[config.mk]
export PLATFORM = sky130hd
export DESIGN_NAME = twi_mem_slave
export DESIGN_NICKNAME = d
export VERILOG_FILES = /design/src/rtl/twi_pkg.sv /design/src/rtl/twi_line_sync.sv /design/src/rtl/twi_byte_ram.sv /design/src/rtl/twi_mem_slave.sv
export SDC_FILE = /design/constraint.sdc
export NUM_CORES = 2
export LEC_CHECK = 0
export BUFFER_PORTS_ARGS = -buffer_cell sky130_fd_sc_hd__buf_2
export CORE_AREA = 2 2 403 405
export CTS_BUF_LIST = sky130_fd_sc_hd__clkbuf_16
export CTS_CLUSTER_SIZE = 30
export DETAILED_ROUTE_END_ITERATION = 6
export DIE_AREA = 0 0 405 407
export GPL_TIMING_DRIVEN = 1
export HOLD_SLACK_MARGIN = 0.12
export PLACE_DENSITY = 0.68
export SETUP_SLACK_MARGIN = 0.05
export SLEW_MARGIN = 20
export SYNTH_ARGS = -nofsm -noshare
export SYNTH_HDL_FRONTEND = slang
export SYNTH_SLANG_ARGS = --single-unit
[constraint.sdc]
create_clock -name clk -period 11.1 [get_ports clk]
set_input_delay 1.11 -clock clk [delete_from_list [all_inputs] [get_ports clk]]
set_output_delay 1.11 -clock clk [all_outputs]
set_load 0.01 [all_outputs]
[src/rtl/twi_pkg.sv]
package twi_pkg;
  localparam int BYTE_W = 8;
  localparam int CNT_W  = 4;
  localparam logic [CNT_W-1:0] CNT_ACK = 4'd8;
  localparam logic [3:0] DEV_CODE = 4'b1010;

  typedef enum logic [2:0] {
    ST_IDLE,
    ST_CTRL,
    ST_ADDR,
    ST_WRITE,
    ST_READ
  } twi_state_t;
endpackage

[src/rtl/twi_line_sync.sv]
module twi_line_sync #(
  parameter int STAGES = 2
) (
  input  logic clk,
  input  logic rst,
  input  logic scl_i,
  input  logic sda_i,
  output logic scl_lvl,
  output logic sda_lvl,
  output logic scl_rise,
  output logic scl_fall,
  output logic start_det,
  output logic stop_det
);
  logic [STAGES-1:0] scl_pipe;
  logic [STAGES-1:0] sda_pipe;
  logic              scl_prev;
  logic              sda_prev;

  // idle bus reads high, so reset to ones to avoid false edges
  always_ff @(posedge clk) begin
    if (rst) begin
      scl_pipe <= '1;
      sda_pipe <= '1;
      scl_prev <= 1'b1;
      sda_prev <= 1'b1;
    end else begin
      scl_pipe <= {scl_pipe[STAGES-2:0], scl_i};
      sda_pipe <= {sda_pipe[STAGES-2:0], sda_i};
      scl_prev <= scl_pipe[STAGES-1];
      sda_prev <= sda_pipe[STAGES-1];
    end
  end

  assign scl_lvl   = scl_pipe[STAGES-1];
  assign sda_lvl   = sda_pipe[STAGES-1];
  assign scl_rise  = scl_lvl & ~scl_prev;
  assign scl_fall  = ~scl_lvl & scl_prev;
  assign start_det = scl_lvl & scl_prev & sda_prev & ~sda_lvl;
  assign stop_det  = scl_lvl & scl_prev & ~sda_prev & sda_lvl;
endmodule

[src/rtl/twi_byte_ram.sv]
module twi_byte_ram #(
  parameter int AW = 8,
  parameter int DW = 8
) (
  input  logic          clk,
  input  logic          we,
  input  logic [AW-1:0] waddr,
  input  logic [DW-1:0] wdata,
  input  logic [AW-1:0] raddr,
  output logic [DW-1:0] rdata
);
  localparam int DEPTH = 1 << AW;

  logic [DW-1:0] mem [DEPTH];

  always_ff @(posedge clk) begin
    if (we) mem[waddr] <= wdata;
    rdata <= mem[raddr];
  end
endmodule

[src/rtl/twi_mem_slave.sv]
module twi_mem_slave #(
  parameter int AW        = 8,
  parameter int SYNC_STGS = 2
) (
  input  logic       clk,
  input  logic       rst,
  input  logic       scl_i,
  input  logic       sda_i,
  input  logic [2:0] chip_sel_i,
  input  logic       wr_lock_i,
  output logic       sda_drive_lo_o
);
  import twi_pkg::*;

  logic scl_lvl, sda_lvl, scl_rise, scl_fall, start_det, stop_det;

  twi_line_sync #(.STAGES(SYNC_STGS)) sync_i (
    .clk      (clk),
    .rst      (rst),
    .scl_i    (scl_i),
    .sda_i    (sda_i),
    .scl_lvl  (scl_lvl),
    .sda_lvl  (sda_lvl),
    .scl_rise (scl_rise),
    .scl_fall (scl_fall),
    .start_det(start_det),
    .stop_det (stop_det)
  );

  twi_state_t         state;
  logic [CNT_W-1:0]   bit_cnt;
  logic [BYTE_W-1:0]  shreg;
  logic [AW-1:0]      ptr;
  logic [BYTE_W-1:0]  rd_byte;
  logic               mem_we;
  logic               ctrl_hit;
  logic               byte_done;

  assign ctrl_hit  = (shreg[7:4] == DEV_CODE) && (shreg[3:1] == chip_sel_i);
  assign byte_done = (bit_cnt == CNT_ACK);
  assign mem_we    = scl_fall && !start_det && !stop_det &&
                     (state == ST_WRITE) && byte_done && !wr_lock_i;

  twi_byte_ram #(.AW(AW), .DW(BYTE_W)) ram_i (
    .clk  (clk),
    .we   (mem_we),
    .waddr(ptr),
    .wdata(shreg),
    .raddr(ptr),
    .rdata(rd_byte)
  );

  always_ff @(posedge clk) begin
    if (rst) begin
      state          <= ST_IDLE;
      bit_cnt        <= '0;
      shreg          <= '0;
      ptr            <= '0;
      sda_drive_lo_o <= 1'b0;
    end else if (start_det) begin
      state          <= ST_CTRL;
      bit_cnt        <= '0;
      sda_drive_lo_o <= 1'b0;
    end else if (stop_det) begin
      state          <= ST_IDLE;
      bit_cnt        <= '0;
      sda_drive_lo_o <= 1'b0;
    end else if (state != ST_IDLE) begin
      if (scl_rise) begin
        if (!byte_done) begin
          if (state != ST_READ) shreg <= {shreg[BYTE_W-2:0], sda_lvl};
          bit_cnt <= bit_cnt + 1'b1;
        end else begin
          // ninth clock high: acknowledge slot closes
          bit_cnt <= '0;
          unique case (state)
            ST_CTRL:  state <= ctrl_hit ? (shreg[0] ? ST_READ : ST_ADDR) : ST_IDLE;
            ST_ADDR:  state <= ST_WRITE;
            ST_READ: begin
              ptr <= ptr + 1'b1;
              if (sda_lvl) state <= ST_IDLE;
            end
            default:  state <= state;
          endcase
        end
      end else if (scl_fall) begin
        if (state == ST_READ) begin
          sda_drive_lo_o <= !byte_done && !rd_byte[~bit_cnt[2:0]];
        end else if (byte_done) begin
          unique case (state)
            ST_CTRL:  sda_drive_lo_o <= ctrl_hit;
            ST_ADDR: begin
              sda_drive_lo_o <= 1'b1;
              ptr            <= shreg[AW-1:0];
            end
            ST_WRITE: begin
              sda_drive_lo_o <= 1'b1;
              ptr            <= ptr + 1'b1;
            end
            default:  sda_drive_lo_o <= 1'b0;
          endcase
        end else begin
          sda_drive_lo_o <= 1'b0;
        end
      end
    end
  end
endmodule

==> out/results.tsv <==
metric	value	unit
status	completed	
multi_input_area	16700	um^2
min_from	sync_i.scl_pipe[0]	
place_congestion	0.826	
wl_met3	17.7	mm
die_area	165000	um^2
rows	147	
start_kind	register	
drt-initial-drc-count	5052	
max_slew.worst_pin.slew	1.29	ns
grt_setup_unrepaired	false	
synth_area_leader_cell	edfxtp_1	
fin_cells	6104	
max-clock-path-buffers	3	
cp.arrival	5.39	ns
netlist_area	79900	um^2
hold_path_class	register to register	
ctsResizeCount	0	
timing.final.crit_share	0.422	
core_area	160000	um^2
path_cells	buf_12, mux4_2, a22oi_1, a21oi_1, nor4_1, o22ai_1, or3_1	
clock.fmax	0.214	GHz
asyncSetResetFlopFracSynth	0	
yosys-top-cells-area	edfxtp_1, mux4_2, a22oi_1	
ys_types	44	
finalNetCount	3795	
placed_area	82300	um^2
routedWlPerCell	30.5	um
crit_path_start	ptr[0]	
slowest_delay	1.12	ns
drv_slew	0	
syn_inst	3741	
avgSynthCellArea	21.4	um^2
endpoint_kind	register	
p_leak	26.9	nW
dr.max_layer_used	met5	
boundaryPins	9	
clk_pin_slew	0.06	ns
finalCriticalPeriod	4.68	ns
htreeDepth	4	
numCtsBuffers	203	
area_delta_synth_final	11.0	%
required	11.81	ns
fin_area	88700	um^2
setup_viol	0	
grtUsageTotal	0.229	
r2r-start	ptr[0]	
place_inst	5730	
path_class	register to register	
ant_nets	0	
ys_ff_latch	2086	
holdWs	0.418	ns
place_hpwl	105	mm
insertion_delay	0.84	ns
crit_slowest_cell	nor4_1	
cp_max_fo	97	
root_buffer	clkbuf_16	
postCtsSetupRepairBufs	0	
viasPerCell	6.32	
grt_pass1_vias	38385	
drtPass1Iterations	6	
antenna_found_initial	7	
power_density	170	nW/um^2
nFillCells	11691	
ys_warn_count	0	
seq_area_frac_synth	0.779	
maxCapViolations	0	
cts_tree	built	
grt_pass1_wl	271	mm
synth_edf_count	2048	
synth_top_cell_area_share	0.769	
drive_above_1_share	0.230	
vias	38556	
wl_met1	76.1	mm
start_util	0.499	
syn_nets	3759	
gr-total-overflow	0	
hold_viol	0	
peakVddDrop	0.000151	V
power.total	15.1	mW
max-slew-margin-rel	0.130	
wirelength	186	mm
tns	0	ns
synthFlopType	edfxtp_1	
hold_buffers	0	
clock_skew	0.0265	ns
io_buffers	8	
route.met2.wl	87.0	mm
cts.sinks	2086	
final-seq-area	62300	um^2
die_h	407	um
grt_max_degree	203	
die_width	405	um
drc	0	
reg2reg_slack	6.42	ns
==> sequential cells by signal, summed over array words and instances (netlist names) <==
name and flops:
state 3, bit_cnt 4, sync_i.sda_prev 1, sync_i.scl_pipe 2, ram_i.mem 2048, sync_i.scl_prev 1
sync_i.sda_pipe 2, ram_i.rdata 8, shreg 8, ptr 8, sda_drive_lo_o 1
==> where the power goes <==
part	internal (mW)	switching (mW)	leakage [nW]
Combinational	0.00347	0.00667	4.35
Sequential	8.51	0.00175	19.3
Clock	3.66	2.90	3.26
==> cell usage in the layout, fill, tap and decap left out, types with 10 or more instances in the layout <==
cell type and n:
a21oi_1 148, a22oi_1 259, buf_12 12, buf_4 41, bufinv_16 14, clkbuf_16 204
clkinv_1 47, clkinv_2 35, dfxtp_1 28, dfxtp_4 10, edfxtp_1 2048, ha_1 10
inv_1 57, mux4_2 514, nand2_1 28, nand2_2 15, nor2_1 298, nor4_1 27
o21ai_0 10, or3_1 10
==> cell families (layout without fill, tap and decap cells) <==
logic type | count (synthesis) | after routing | synth area share
xor+xnor | 4 | 4 | 0.000438
fa+ha+maj | 10 | 10 | 0.00157
mux | 524 | 524 | 0.146
simple gates | 429 | 429 | 0.0228
buf+inv | 245 | 444 | 0.0137
other cells | 0 | 4 | 0
compound gates | 443 | 443 | 0.0367
flops | 2086 | 2086 | 0.779
==> worst paths after layout <==
| check | endpoint | depth (start not counted) |
|---|---|---|
| worst min-delay path | sync_i.scl_pipe[1] | 1 |
| worst max-delay path | ram_i.rdata[2] | 7 |
| worst max register to register | ram_i.rdata[2] | 7 |
| worst min register to register | sync_i.scl_pipe[1] | 1 |
==> cell usage after synthesis, drive strengths merged, types with 3 or more instances <==
cell / n
clkbuf: 159
nand3: 6
nor2: 300
nor4: 33
nand2: 45
nor2b: 5
buf: 74
a21oi: 148
nor3b: 3
nand2b: 4
xor2: 4
or2: 8
edfxtp: 2048
mux2i: 9
a22oi: 259
or3: 10
nor3: 5
o22ai: 8
o21ai: 10
ha: 10
o31ai: 5
inv: 12
mux4: 514
dfxtp: 38
==> final cells by class <==
cell class	instances	share of cell area
Sequential cell	2086	0.702
Inverter	12	0.000508
Clock buffer	204	0.0575
Clock inverter	164	0.0136
Timing Repair Buffer	64	0.00712
Antenna cell	4	0.000113
Multi-Input combinational cell	1410	0.188
Tap cell	2160	0.0305
==> critical path: cells and delay by family (launching register included) <==
kind,cells,cell delay (ns)
muxes,1,0.60
and+or+nand+nor,2,1.45
DFF,1,0.90
AOI/OAI and AO/OA,3,0.78
buffers and inverters,1,0.64
==> routing by layer <==
metal  global-route usage  vias to the layer above
met5                    0                        -
met4               0.0687                        8
met3               0.0469                      318
met2                0.346                     1943
met1                0.339                    20496
li1                     -                    15791
==> stage by stage <==
step | utilization | worst slack (ns)
global route | 0.554 | 6.23
finish | 0.554 | 6.42
global placement | 0.514 | 6.19
CTS | 0.553 | 6.52
floorplan | - | 6.33
detailed placement | 0.514 | 6.53
No activity file was read; power rests on OpenSTA's default activity.
